==> config.mk <==
export PLATFORM = sky130hd
export DESIGN_NAME = loop_sum_fsmd
export DESIGN_NICKNAME = d
export VERILOG_FILES = /design/src/rtl/lsum_pkg.sv /design/src/rtl/lsum_stack.sv /design/src/rtl/lsum_ctrl.sv /design/src/rtl/lsum_dpath.sv /design/src/rtl/loop_sum_fsmd.sv
export SDC_FILE = /design/constraint.sdc
export NUM_CORES = 1
export LEC_CHECK = 0
export ABC_AREA = 1
export BUFFER_PORTS_ARGS = -buffer_cell sky130_fd_sc_hd__buf_2
export CAP_MARGIN = 10
export CELL_PAD_IN_SITES_DETAIL_PLACEMENT = 0
export CELL_PAD_IN_SITES_GLOBAL_PLACEMENT = 1
export CORE_MARGIN = 4
export CORE_UTILIZATION = 38
export CTS_BUF_LIST = sky130_fd_sc_hd__clkbuf_16
export CTS_CLUSTER_DIAMETER = 80
export CTS_CLUSTER_SIZE = 20
export DETAILED_ROUTE_END_ITERATION = 8
export HOLD_SLACK_MARGIN = 0.1
export PLACE_DENSITY = 0.59
export SLEW_MARGIN = 25
export SYNTH_ARGS = -nofsm -noshare
export SYNTH_HDL_FRONTEND = slang
export SYNTH_SLANG_ARGS = --single-unit
==> constraint.sdc <==
create_clock -name clk -period 3.75 [get_ports clk]
set_input_delay 0.375 -clock clk [delete_from_list [all_inputs] [get_ports clk]]
set_output_delay 0.375 -clock clk [all_outputs]
set_load 0.1 [all_outputs]
==> src/rtl/lsum_pkg.sv <==
// Package: state numbering shared by the controller and the datapath.
// Assumes states count down from the entry state; every number fits in 32 bits.
package lsum_pkg;

    typedef logic [31:0] state_t;

    localparam state_t ST_IDLE = 32'd20;  // entry point, waits for start
    localparam state_t ST_ONE  = 32'd19;  // unit-step register := 1
    localparam state_t ST_FI0  = 32'd18;  // fill index := 0
    localparam state_t ST_FV0  = 32'd17;  // fill value := base
    localparam state_t ST_FCHK = 32'd16;  // fill loop test (control only)
    localparam state_t ST_FOFS = 32'd15;  // byte offset of element
    localparam state_t ST_FST  = 32'd14;  // store element to stack
    localparam state_t ST_FVAL = 32'd13;  // next fill value
    localparam state_t ST_FINC = 32'd12;  // fill index += 1
    localparam state_t ST_S0   = 32'd11;  // running sum := 0
    localparam state_t ST_RI0  = 32'd10;  // read index := 0
    localparam state_t ST_RCHK = 32'd9;   // read loop test (control only)
    localparam state_t ST_ROFS = 32'd8;   // byte offset of element
    localparam state_t ST_RLD  = 32'd7;   // load element from stack
    localparam state_t ST_ACC  = 32'd6;   // sum += element
    localparam state_t ST_RINC = 32'd5;   // read index += 1
    localparam state_t ST_RET  = 32'd4;   // return register := sum
    localparam state_t ST_FIN  = 32'd3;   // raise done
    localparam state_t ST_CLR  = 32'd2;   // drop done, back to idle

    // True for any state number that a case statement lists.
    function automatic logic is_listed(input state_t s);
        return (s >= ST_CLR) && (s <= ST_IDLE);
    endfunction

endpackage

==> src/rtl/lsum_stack.sv <==
// Module: word-addressed stack memory for the function's local array.
// Single port: a write or a read per cycle, never both. The read is
// combinational and returns zero when no read is requested.
module lsum_stack #(
    parameter int DATA_W = 32,
    parameter int DEPTH  = 16,
    localparam int AW    = $clog2(DEPTH)
) (
    input  logic              clk,
    input  logic              rst_n,
    input  logic              we,
    input  logic              re,
    input  logic [AW-1:0]     addr,
    input  logic [DATA_W-1:0] wdata,
    output logic [DATA_W-1:0] rdata
);

    logic [DATA_W-1:0] words [DEPTH];

    // Write port: one word per cycle.
    always_ff @(posedge clk) begin
        if (we) begin
            words[addr] <= wdata;
        end
    end

    // Read port: gated so an idle port drives zero.
    always_comb begin
        rdata = re ? words[addr] : '0;
    end

    AST_ONE_ACCESS: assert property (@(posedge clk) disable iff (!rst_n)
        !(we && re));

endmodule

==> src/rtl/lsum_ctrl.sv <==
// Module: control half of the machine. Holds the 32-bit state register and
// computes the next state per state. The loop tests live only here and compare
// signed. Unlisted states keep their value until reset.
module lsum_ctrl
    import lsum_pkg::*;
#(
    parameter int DATA_W            = 32,
    parameter int signed LOOP_LIMIT = 3
) (
    input  logic              clk,
    input  logic              rst_n,
    input  logic              start,
    input  logic [DATA_W-1:0] idx,
    output state_t            st_q
);

    localparam logic [DATA_W-1:0] LIMIT_W = DATA_W'(LOOP_LIMIT);

    logic idx_below;

    // Signed loop test; both operands are DATA_W wide.
    always_comb begin
        idx_below = $signed(idx) < $signed(LIMIT_W);
    end

    // State register: reset to entry, otherwise one case per state.
    always_ff @(posedge clk) begin
        if (!rst_n) begin
            st_q <= ST_IDLE;
        end else begin
            case (st_q)
                ST_IDLE: if (start) st_q <= ST_ONE;
                ST_ONE:  st_q <= ST_FI0;
                ST_FI0:  st_q <= ST_FV0;
                ST_FV0:  st_q <= ST_FCHK;
                ST_FCHK: st_q <= idx_below ? ST_FOFS : ST_S0;
                ST_FOFS: st_q <= ST_FST;
                ST_FST:  st_q <= ST_FVAL;
                ST_FVAL: st_q <= ST_FINC;
                ST_FINC: st_q <= ST_FCHK;
                ST_S0:   st_q <= ST_RI0;
                ST_RI0:  st_q <= ST_RCHK;
                ST_RCHK: st_q <= idx_below ? ST_ROFS : ST_RET;
                ST_ROFS: st_q <= ST_RLD;
                ST_RLD:  st_q <= ST_ACC;
                ST_ACC:  st_q <= ST_RINC;
                ST_RINC: st_q <= ST_RCHK;
                ST_RET:  st_q <= ST_FIN;
                ST_FIN:  st_q <= ST_CLR;
                ST_CLR:  st_q <= ST_IDLE;
                default: ;  // unknown state: no transition
            endcase
        end
    end

    AST_RESET_ENTRY: assert property (@(posedge clk)
        !rst_n |=> st_q == ST_IDLE);

    AST_UNLISTED_HOLD: assert property (@(posedge clk) disable iff (!rst_n)
        !is_listed(st_q) |=> $stable(st_q));

    AST_START_ENTER: assert property (@(posedge clk) disable iff (!rst_n)
        (st_q == ST_IDLE && start) |=> st_q == ST_ONE);

    AST_IDLE_WAIT: assert property (@(posedge clk) disable iff (!rst_n)
        (st_q == ST_IDLE && !start) |=> st_q == ST_IDLE);

    AST_NO_RESTART: assert property (@(posedge clk) disable iff (!rst_n)
        (st_q != ST_IDLE) |=> st_q != ST_ONE);

endmodule

==> src/rtl/lsum_dpath.sv <==
// Module: datapath half of the machine. Each state writes at most one
// destination (a register or the stack). Every operation uses equal widths.
// Stack addresses are byte offsets divided by four. Unlisted states and the
// loop-test states do nothing here.
module lsum_dpath
    import lsum_pkg::*;
#(
    parameter int DATA_W            = 32,
    parameter int signed ELEM_BASE  = -5,
    parameter int signed ELEM_STEP  = 3,
    parameter int FRAME_BYTES       = 8,
    parameter int AW                = 4
) (
    input  logic              clk,
    input  logic              rst_n,
    input  state_t            st,
    input  logic [DATA_W-1:0] mem_rdata,
    output logic [DATA_W-1:0] idx,
    output logic              mem_we,
    output logic              mem_re,
    output logic [AW-1:0]     mem_addr,
    output logic [DATA_W-1:0] mem_wdata,
    output logic              done,
    output logic [DATA_W-1:0] ret
);

    localparam logic [DATA_W-1:0] BASE_W  = DATA_W'(ELEM_BASE);
    localparam logic [DATA_W-1:0] STEP_W  = DATA_W'(ELEM_STEP);
    localparam logic [DATA_W-1:0] FRAME_W = DATA_W'(FRAME_BYTES);
    localparam logic [DATA_W-1:0] FOUR_W  = DATA_W'(4);

    logic [DATA_W-1:0] r_one, r_i, r_val, r_ofs, r_elem, r_sum, r_ret;
    logic              r_fin;
    logic [DATA_W-1:0] byte_addr;

    // Stack address: frame offset plus element offset, then bytes to words.
    always_comb begin
        byte_addr = FRAME_W + r_ofs;
        mem_addr  = AW'(byte_addr / FOUR_W);
        mem_we    = (st == ST_FST);
        mem_re    = (st == ST_RLD);
        mem_wdata = r_val;
    end

    // Datapath map: one destination per listed state.
    always_ff @(posedge clk) begin
        if (!rst_n) begin
            r_fin <= 1'b0;
            r_ret <= '0;
        end else begin
            case (st)
                ST_ONE:  r_one  <= DATA_W'(1);
                ST_FI0:  r_i    <= '0;
                ST_FV0:  r_val  <= BASE_W;
                ST_FCHK: ;  // test only, control side
                ST_FOFS: r_ofs  <= {r_i[DATA_W-3:0], 2'b00};
                ST_FVAL: r_val  <= r_val + STEP_W;
                ST_FINC: r_i    <= r_i + r_one;
                ST_S0:   r_sum  <= '0;
                ST_RI0:  r_i    <= '0;
                ST_RCHK: ;  // test only, control side
                ST_ROFS: r_ofs  <= {r_i[DATA_W-3:0], 2'b00};
                ST_RLD:  r_elem <= mem_rdata;
                ST_ACC:  r_sum  <= r_sum + r_elem;
                ST_RINC: r_i    <= r_i + r_one;
                ST_RET:  r_ret  <= r_sum;
                ST_FIN:  r_fin  <= 1'b1;
                ST_CLR:  r_fin  <= 1'b0;
                default: ;  // idle, store or unknown: no register update
            endcase
        end
    end

    assign idx  = r_i;
    assign done = r_fin;
    assign ret  = r_ret;

    AST_WORD_ALIGN: assert property (@(posedge clk) disable iff (!rst_n)
        (mem_we || mem_re) |-> byte_addr[1:0] == 2'b00);

    AST_BRANCH_QUIET: assert property (@(posedge clk) disable iff (!rst_n)
        (st == ST_FCHK || st == ST_RCHK) |=>
            ($stable(r_i) && $stable(r_sum) && $stable(r_val) && $stable(r_ret)));

    AST_DONE_SINGLE: assert property (@(posedge clk) disable iff (!rst_n)
        done |=> !done);

    AST_DONE_STATE: assert property (@(posedge clk) disable iff (!rst_n)
        done |-> st == ST_CLR);

    AST_RET_HOLD: assert property (@(posedge clk) disable iff (!rst_n)
        (st != ST_RET) |=> $stable(ret));

endmodule

==> src/rtl/loop_sum_fsmd.sv <==
// Module: top of the loop-sum machine. Ties the controller, datapath and
// stack memory to one state register. Assumes FRAME_BYTES is a multiple of
// four and that the array fits in DEPTH words.
module loop_sum_fsmd
    import lsum_pkg::*;
#(
    parameter int DATA_W            = 32,
    parameter int signed LOOP_LIMIT = 3,
    parameter int signed ELEM_BASE  = -5,
    parameter int signed ELEM_STEP  = 3,
    parameter int FRAME_BYTES       = 8,
    parameter int DEPTH             = 16
) (
    input  logic              clk,
    input  logic              rst_n,
    input  logic              start,
    output logic              done,
    output logic [DATA_W-1:0] ret
);

    localparam int AW = $clog2(DEPTH);

    state_t            st;
    logic [DATA_W-1:0] idx;
    logic              mem_we, mem_re;
    logic [AW-1:0]     mem_addr;
    logic [DATA_W-1:0] mem_wdata, mem_rdata;

    lsum_ctrl #(
        .DATA_W    (DATA_W),
        .LOOP_LIMIT(LOOP_LIMIT)
    ) u_ctrl (
        .clk  (clk),
        .rst_n(rst_n),
        .start(start),
        .idx  (idx),
        .st_q (st)
    );

    lsum_dpath #(
        .DATA_W     (DATA_W),
        .ELEM_BASE  (ELEM_BASE),
        .ELEM_STEP  (ELEM_STEP),
        .FRAME_BYTES(FRAME_BYTES),
        .AW         (AW)
    ) u_dpath (
        .clk      (clk),
        .rst_n    (rst_n),
        .st       (st),
        .mem_rdata(mem_rdata),
        .idx      (idx),
        .mem_we   (mem_we),
        .mem_re   (mem_re),
        .mem_addr (mem_addr),
        .mem_wdata(mem_wdata),
        .done     (done),
        .ret      (ret)
    );

    lsum_stack #(
        .DATA_W(DATA_W),
        .DEPTH (DEPTH)
    ) u_stack (
        .clk  (clk),
        .rst_n(rst_n),
        .we   (mem_we),
        .re   (mem_re),
        .addr (mem_addr),
        .wdata(mem_wdata),
        .rdata(mem_rdata)
    );

endmodule

==> qor.yml <==
end_kind: "register"
antenna_left: 0
clock_latency_ps: 600
post_cts_resized: 0
vias: 18600
max_stage_delay_ps: 540
root_buffer: "clkbuf_16"
crit_end: "u_stack.words[15][27]"
hpwl_mm: 49.2
reg2reg_slack_ps: 890
worstSetupStartpointType: "register"
postSynthRegisterBits: 682
crit_type: "register to register"
syn-num-nets: 2481
clockBufferDepth: 3
multiInputGateArea_um2: 7940
start_util_pct: 38.5
drt_iter0_drc: 1675
cts_max_level: 2
dp_cells: 3407
rsz0062_at_grt: "no"
dieArea_um2: 80400
numPortBuffers: 35
cp_max_fo: 17
fillers: 6960
async_flop_share_pct: 0
grt_pass1_wl_mm: 116
min_period_ps: 2860
route.detailed.drc: 0
ys_seq_area_share_pct: 69.7
most-common-layout-cells: "644 x edfxtp_1, 569 x nand2_1, 256 x a22oi_1"
required_ps: 4050
post_cts.repair.setup_buffers: 0
yosysTopAreaCell: "edfxtp_1"
gp_congestion: 0.863
fin_tns_setup_ps: 0
avgRoutedWirePerCell_um: 22.2
vdd_drop_max_mv: 0.298
synth_top_area_share_pct: 67.1
hp-class: "input pin to register"
finalWirelength_mm: 77.4
reg2reg_depth: 7
path_clk_slew_ps: 80
cp_slowest_cell: "nor2_4"
first_global_vias: 18000
skew_ps: 20.5
clock.fmax_mhz: 350
yosys_warnings: 0
core.rowCount: 100
via_per_inst: 5.34
synth_edf_count: 644
reg2reg_to: "u_stack.words[15][27]"
syn_area_um2: 28800
tightest_slew_ps: 908
cts_buffers: 46
ctsHoldBuffers: 0
p_per_area_nw_per_um2: 477
ys_top_cells_by_area: "edfxtp_1 67%, nand2_1 7.4%, a22oi_1 6.7%"
drv_slew: 0
grt-ovfl-total: 0
hold_viol_final: 0
io_pins: 36
r2r_start: "u_ctrl.st_q[1]"
die_y_um: 283
seqCellArea_um2: 20100
synth_ff_type: "edfxtp_1"
worstPathCellList: "inv_1 -> nor2_1 -> inv_1 -> nor2_1 -> nand2_1 -> nor2_4 -> buf_4"
final_cells: 3478
drive_above_1_share_pct: 8.73
setup_viol: 0
drv_cap: 0
drt-pass1-iter-count: 5
postSynthCellCount: 2443
mostFrequentLayoutCell: "edfxtp_1"
cts_tree: "built"
critPathArrivalTime_ps: 3160
core_area_um2: 74800
status: "completed"
grt_start_max_net_pins: 129
syn_area_per_cell_um2: 11.8
startpoint: "u_ctrl.st_q[1]"
max-slew-margin-rel_pct: 39.5
leakagePower_nw: 11.3
fin_crit_sh_pct: 76.3
grt.total_usage_pct: 18.8
syn_to_final_growth_pct: 10.6
yosysUniqueCellTypes: 45
die_x_um: 283
layout.nets: 2526
clkSinkCount: 682
grt_antenna_before_repair: 1
antenna_cells: 0
fin_total_pwr_w: 0.0152
[synth_stat cells, types with 2 or more instances]
library cell  count
nor2_1          239
clkbuf_1         48
o21ai_1           3
nor2_4            5
dfxtp_1          38
nand4_1          51
and2_1            2
o21a_1            2
or2_2             8
nand2_2           5
nand3b_1          5
edfxtp_1        644
buf_2            24
nor3_1           33
inv_2             6
nand3_2           2
buf_4             6
a21oi_1          92
nor2_2            8
nand3_1          78
inv_1           160
xnor2_1           2
nor3_2            3
a22oi_1         256
ha_1             34
o21bai_1          4
buf_1            10
or2_0             4
o21ai_0          80
xor2_1            8
nand2_1         569
[cells by family (layout without fill, tap and decap cells)]
| family | Yosys count | count (layout) | share of synthesized area [%] |
|---|---|---|---|
| AND/OR/NAND/NOR | 1020 | 1020 | 15.0 |
| flip-flops | 682 | 682 | 69.7 |
| AO/OA/AOI/OAI | 441 | 441 | 9.96 |
| buffers and inverters | 255 | 321 | 3.51 |
| adder cells (fa/ha/maj) | 35 | 35 | 1.54 |
| XOR/XNOR | 10 | 10 | 0.304 |
[critical path, delay by kind of cell, from the launching register on]
family | cells | cell delay (ps)
and+or+nand+nor | 4 | 1510
buffers and inverters | 3 | 560
DFF | 1 | 460
[registers in the layout, summed over array words and instances (netlist names), 4 cells and up]
name and cells:
u_stack.words 512, u_dpath.r_sum 32, u_dpath.r_ofs 4, u_dpath.idx 32
u_ctrl.st_q 5, u_dpath.ret 32, u_dpath.mem_wdata 32, u_dpath.r_elem 32
[layout make-up]
cell class	count	area share [%]
clock buffers	47	3.69
clock inverters	22	0.686
inverters	166	1.97
multi-input cells	1506	24.9
flip-flops and latches	682	63.0
well taps	969	3.80
repair buffers	86	1.99
[report_power, final]
part	switching [W]	leakage, nW	internal, W	total, W
Combinational	0.00121	4.55	0.000293	0.00151
Clock	0.00268	0.693	0.00240	0.00508
Sequential	0.000169	6.09	0.00847	0.00863
[routing by layer]
metal	share of wire, %	track usage, %
met5	0	0
met4	1.6	3.71
met3	5.5	3.00
met2	44	28.3
met1	49	28.9
[stage by stage]
stage | hold WS (ps) | instance area [µm²] | util, % | setup WS [ps]
3_5_place_dp | 481 | 30500 | 40.7 | 866
4_1_cts | 205 | 31900 | 42.6 | 848
2_1_floorplan | 455 | 28800 | - | 447
5_1_grt | 246 | 31900 | 42.6 | 652
3_3_place_gp | 486 | 30500 | 40.7 | 861
6_report | 241 | 31900 | 42.6 | 890
[worst min path at each step]
stage                            end  cells past startpoint           start  slack, ps
finish                u_ctrl.st_q[3]                      6           start        240
global route          u_ctrl.st_q[4]                      3           rst_n        250
CTS                   u_ctrl.st_q[4]                      3           rst_n        210
detailed placement  u_dpath.r_ofs[3]                      0  u_dpath.idx[1]        480
global placement      u_dpath.ret[7]                      2  u_dpath.ret[7]        490
floorplan           u_dpath.r_ofs[3]                      0  u_dpath.idx[1]        460
(Power assumes the default switching activity.)
